==> config.mk <==
export PLATFORM = sky130hd
export DESIGN_NAME = addr_pulse_gate
export DESIGN_NICKNAME = d
export VERILOG_FILES = /design/src/rtl/addr_pulse_gate.sv
export SDC_FILE = /design/constraint.sdc
export NUM_CORES = 1
export LEC_CHECK = 0
export BUFFER_PORTS_ARGS = -buffer_cell sky130_fd_sc_hd__buf_2
export CAP_MARGIN = 15
export CORE_MARGIN = 2
export CORE_UTILIZATION = 45
export CTS_BUF_LIST = sky130_fd_sc_hd__clkbuf_4 sky130_fd_sc_hd__clkbuf_8
export DETAILED_ROUTE_END_ITERATION = 12
export PLACE_DENSITY_LB_ADDON = 0.05
export SYNTH_ARGS = -nofsm -noshare
export SYNTH_HDL_FRONTEND = slang
export SYNTH_SLANG_ARGS = --single-unit
==> constraint.sdc <==
create_clock -name clk -period 8.1 [get_ports clk]
set_input_delay 2.43 -clock clk [delete_from_list [all_inputs] [get_ports clk]]
set_output_delay 2.43 -clock clk [all_outputs]
set_load 0.005 [all_outputs]
==> src/rtl/addr_pulse_gate.sv <==
module addr_pulse_gate #(
  parameter int LEN_W = 16,
  parameter int CAP_W = 16
) (
  input  logic             clk,
  input  logic             rst_n,
  input  logic [LEN_W-1:0] on_len,
  input  logic [LEN_W-1:0] off_len,
  input  logic [CAP_W-1:0] word_cap,
  input  logic             arvalid_i,
  output logic             arready_o,
  output logic             arvalid_o,
  input  logic             arready_i,
  input  logic             awvalid_i,
  output logic             awready_o,
  output logic             awvalid_o,
  input  logic             awready_i,
  input  logic             rvalid_i,
  input  logic             rready_i,
  input  logic             wvalid_i,
  input  logic             wready_i,
  output logic             ar_en,
  output logic             aw_en
);
  localparam int WC_W = CAP_W + 1;

  logic             on_phase;
  logic [LEN_W-1:0] cnt;
  logic [WC_W-1:0]  words;
  logic             ar_hold, aw_hold;

  wire on_last  = (on_len == '0) || (cnt == on_len - 1'b1);
  wire off_last = (off_len == '0) || (cnt == off_len - 1'b1);
  wire restart  = on_phase ? (on_last && off_len == '0) : off_last;

  wire window   = on_phase && (on_len != '0);
  wire in_cap   = (word_cap == '0) || (words < {1'b0, word_cap});
  wire allow    = window && in_cap;

  wire [1:0]      beats = {1'b0, rvalid_i & rready_i} + {1'b0, wvalid_i & wready_i};
  wire [WC_W:0]   wsum  = {1'b0, words} + {{(WC_W-1){1'b0}}, beats};

  always_ff @(posedge clk) begin
    if (!rst_n) begin
      on_phase <= 1'b1;
      cnt      <= '0;
    end else if (on_phase) begin
      if (on_last) begin
        cnt      <= '0;
        on_phase <= (off_len == '0);
      end else begin
        cnt <= cnt + 1'b1;
      end
    end else begin
      if (off_last) begin
        cnt      <= '0;
        on_phase <= 1'b1;
      end else begin
        cnt <= cnt + 1'b1;
      end
    end
  end

  always_ff @(posedge clk) begin
    if (!rst_n)       words <= '0;
    else if (restart) words <= '0;
    else if (wsum[WC_W]) words <= '1;
    else              words <= wsum[WC_W-1:0];
  end

  always_ff @(posedge clk) begin
    if (!rst_n) begin
      ar_hold <= 1'b0;
      aw_hold <= 1'b0;
    end else begin
      ar_hold <= arvalid_o && !arready_i;
      aw_hold <= awvalid_o && !awready_i;
    end
  end

  assign ar_en     = allow || ar_hold;
  assign aw_en     = allow || aw_hold;
  assign arvalid_o = arvalid_i && ar_en;
  assign arready_o = arready_i && ar_en;
  assign awvalid_o = awvalid_i && aw_en;
  assign awready_o = awready_i && aw_en;
endmodule


Yosys cells after proc, flatten, opt, wreduce, memory -nomap -nowiden
Cells that the tools add are included.

word-level totals
  flip-flop bits (word level) = 36
  input bits = 58
  output and inout port bits = 6
  logic and storage cells = 45

cells by class
  $add $sub $neg = 5
  $lt $le $gt $ge = 1
  equality and inequality tests = 2
  muxes and demuxes = 8
  bitwise gates (word level) = 3
  reductions and logical operators = 21

operator list
  cell                                                 number
  zero test 16 bit                                     3
  2-to-1 mux 16 bit                                    3
  == test 16 bit                                       2
  subtractor 16 x 1 -> 16 bit (second input constant)  2
  adder 17 x 2 -> 18 bit                               1
  less-than comparator 17 x 16 -> 1 bit                1
  2-to-1 mux 17 bit                                    1
  adder 16 x 1 -> 16 bit (second input constant)       1
  nonzero test 16 bit                                  1
  logical AND 1 bit                                    9
  logical OR 1 bit                                     5
  2-to-1 mux 1 bit                                     4
  adder 1 x 1 -> 2 bit                                 1
  bitwise AND 1 bit                                    2
  zero test 1 bit                                      2
  OR reduction 2 bit                                   1
  inverter 1 bit                                       1

Longest topological paths before layout
  word-level depth = 6
  gate-level depth with buffers = 11
  mapped depth without buffers = 10

Least setup slack after synthesis
OpenSTA, ideal clock, no wires.

  path kind = input port to output port
  from = in on_len[8]
  to = out arready_o
  data arrival time = 4.040 ns
  required time = 5.670 ns
  slack = 1.630 ns
  stages on the path = 6
  buffers on the path = 1
  cell sequence = clkbuf_2 or4_4 o31ai_1 a2111oi_0 a211o_1 and2_1

between the ends
  word-level cells in the longest chain between the ends = 5

ends and longest elaborated chain
  element              line  RTL
  start, declared      7     input logic [LEN_W-1:0] on_len,
  nonzero test 16 bit  36    wire window = on_phase && (on_len != '0);
  logical AND 1 bit    36
  logical AND 1 bit    38    wire allow = window && in_cap;
  logical OR 1 bit     81    assign ar_en = allow || ar_hold;
  net ar_en            22    output logic ar_en,
  logical AND 1 bit    84    assign arready_o = arready_i && ar_en;
  end, declared        11    output logic arready_o,

The timed path passes the listed nets, and every way through them passes these cells.

Worst setup path in the final report
  from = in on_len[11]
  to = out arready_o

between the ends
  word-level cells in the longest chain between the ends = 5

ends and longest elaborated chain
  element              line
  nonzero test 16 bit  36
  logical AND 1 bit    36
  logical AND 1 bit    38
  logical OR 1 bit     81
  logical AND 1 bit    84

Every way passes these cells.

==> impl_metrics.json <==
{
  "cts-resized-gates": 0,
  "crit_family": "compound AO/OA/AOI/OAI gates",
  "power_density_nw_per_um2": 113.8,
  "htreeDepth": 2,
  "final_common_cell": "buf_2",
  "synth_cell_types": 63,
  "via_per_inst": 5.557,
  "rows": 31,
  "drv_cap": 0,
  "crit_top_cell": "buf_2",
  "synthTopCellsByArea": "dfxtp_1 (22%), xnor2_1 (9.8%), ha_1 (7.9%)",
  "hold_violations": 0,
  "crit_type": "in -> out",
  "ys_ff_latch": 36,
  "synth_mux_area_share_pct": 1.244,
  "ys_warn_count": 0,
  "slew_headroom_pct": 31.48,
  "post-route-min-period_ns": 6.984,
  "syn-num-nets": 506,
  "synth.yosys.seq_area_share_pct": 21.72,
  "p_total_uw": 425.5,
  "port_buffers": 63,
  "cts.reportedPaths.clkPinSlew_ns": 0.07,
  "io_pins": 64,
  "synthDominantCellAreaShare_pct": 21.72,
  "avgRoutedWirePerCell_um": 14.07,
  "detailed_place.area_um2": 3647,
  "cts_tree": "built",
  "fp.coreArea_um2": 7214,
  "root_buffer": "clkbuf_8",
  "grt.overflow.total": 0,
  "synth_edf_count": 0,
  "first_iter_violations": 120,
  "cts_buffers": 5,
  "antenna_cells": 0,
  "hold_slack_ns": 0.5428,
  "clock-sinks": 36,
  "rsz0062_at_grt": "false",
  "period_share_pct": 86.22,
  "max_freq_mhz": 143.2,
  "synth-compound-area-share_pct": 19.83,
  "critPathBufInv": 2,
  "synth_top_family_by_area": "simple AND/OR/NAND/NOR gates",
  "async_flop_share_pct": 0,
  "crit_required_ns": 5.67,
  "worstPathCellList": "buf_2, nor4_1, nand4b_1, o31ai_1, a2111oi_0, a211o_1, and2_1, buf_2",
  "syn_inst": 426,
  "grt_pass1_vias": 2925,
  "drtAntennaViolNets": 0,
  "drive_gt1_share_pct": 17.86,
  "status": "finished, final reports clean",
  "routed-via-count": 3195,
  "syn_avg_cell_area_um2": 7.789,
  "dr.pass1.iters": 4,
  "synth_xor_area_share_pct": 15.31,
  "design_area_um2": 3740,
  "gp_congestion": 0.8608,
  "worst_path_largest_cell_delay_ns": 0.50,
  "hpwl_um": 6464,
  "synthAdderAreaFrac_pct": 8.522,
  "layout_common_cells": "buf_2 (63), a21oi_1 (39), xnor2_1 (37)",
  "slowest_stage": "nor4_1",
  "yosys.area_share.simple_pct": 26.51,
  "dieHeight_um": 89.87,
  "hold_buffers": 0,
  "die_w_um": 89.87,
  "fin_skew_ns": 0.007811,
  "p_leak_nw": 1.540,
  "clk_latency_ns": 0.29,
  "critPathMaxFanout": 8,
  "clockBufferDepth": 2,
  "grt_max_degree": 34,
  "worst_setup_path_end_kind": "output pin",
  "critPathLaunchType": "input port",
  "min_path_type": "reg -> reg",
  "antenna_found_initial": 0,
  "setup_viol": 0,
  "grt_first_pass_wirelength_um": 13480,
  "ir_worst_vdd_mv": 0.06332,
  "slew_viol_final": 0,
  "tightest_slew_ns": 1.018,
  "drt_wl_total_um": 8093,
  "start_util_pct": 45.99,
  "layout.nets": 555,
  "grtUsageTotal_pct": 20.05,
  "drc": 0,
  "synth_area_um2": 3318,
  "yosysTopAreaCell": "dfxtp_1",
  "die-area_um2": 8077,
  "finalSetupTns_ns": 0,
  "syn_to_final_growth_pct": 12.71,
  "ys.flop_type": "dfxtp_1",
  "crit_arrival_ns": 4.55,
  "post_cts_buffers": 0
}
-- final cells by class --
class	instances	area, um2
clock inverters	2	10.01
multi-input cells	339	2375
well taps	99	123.9
clock buffers	6	82.58
inverters	30	112.6
flip-flops and latches	36	720.7
fillers	759	3475
repair buffers	63	315.3
-- sequential cells by signal, indices dropped and copies added, names as in the netlist --
signal / cells
aw_hold: 1
ar_hold: 1
words: 17
cnt: 16
on_phase: 1
-- report_power, final --
group	internal, mW	switching (mW)	total [mW]	leakage, nW
clock	0.0679	0.0675	0.135	0.0510
combinational	0.0455	0.0508	0.0963	1.20
sequential	0.185	0.00841	0.194	0.292
-- metrics by stage --
step	utilization, %	worst slack, ns	cells
after floorplan	-	1.630	426
after global placement	50.56	1.193	567
after detailed placement	50.56	1.119	567
after CTS	51.84	1.115	575
after global routing	51.84	0.9483	575
final	51.84	1.116	575
-- cells in the mapped netlist (3+ instances only) --
library cell / number
nor2_1: 36
clkbuf_1: 13
nor4_1: 13
buf_6: 4
nor3_1: 10
inv_1: 30
nand2_1: 22
a31oi_1: 3
o2111ai_1: 4
and2_1: 5
dfxtp_1: 36
o31ai_1: 5
o21ai_0: 5
xor2_1: 21
or3_1: 6
xnor2_1: 37
ha_1: 21
nand3_1: 24
mux2i_1: 3
nand4_1: 12
nand2b_1: 3
and4b_1: 3
a21o_1: 11
o211ai_1: 3
a21oi_1: 39
or4_1: 8
-- cells by family after synthesis --
group	count (synthesis)
mux	4
compound gates	94
fa+ha+maj	22
simple gates	161
flops	36
xor+xnor	58
buf+inv	51
-- worst register-to-register path, cell delays in order, from the launching register on --
cell and delay, ns:
dfxtp_1 0.53, xnor2_1 0.17, xnor2_1 0.14, o31a_1 0.24, nor4_1 0.51, o2111ai_2 0.26
o31ai_4 0.69, a21oi_1 0.15
-- worst paths after layout --
kind / cells after the start / slack [ns] / start / end
worst max-delay path: 8 / 1.12 / on_len[11] / arready_o
worst min-delay path: 1 / 0.54 / cnt[0]$_SDFF_PN0_ / cnt[0]$_SDFF_PN0_
worst max register to register: 7 / 5.27 / cnt[3]$_SDFF_PN0_ / words[10]$_SDFF_PP0_
worst min register to register: 1 / 0.54 / cnt[0]$_SDFF_PN0_ / cnt[0]$_SDFF_PN0_
-- per-layer routing --
| layer | global-route usage (%) | up-vias | share of wire [%] |
|---|---|---|---|
| li1 | - | 1644 | - |
| met1 | 24.96 | 1476 | 45 |
| met2 | 35.54 | 65 | 49 |
| met3 | 3.772 | 10 | 4.0 |
| met4 | 5.385 | 0 | 1.3 |
| met5 | 0 | - | 0 |
Note: power is estimated with default switching activity, not from simulation.
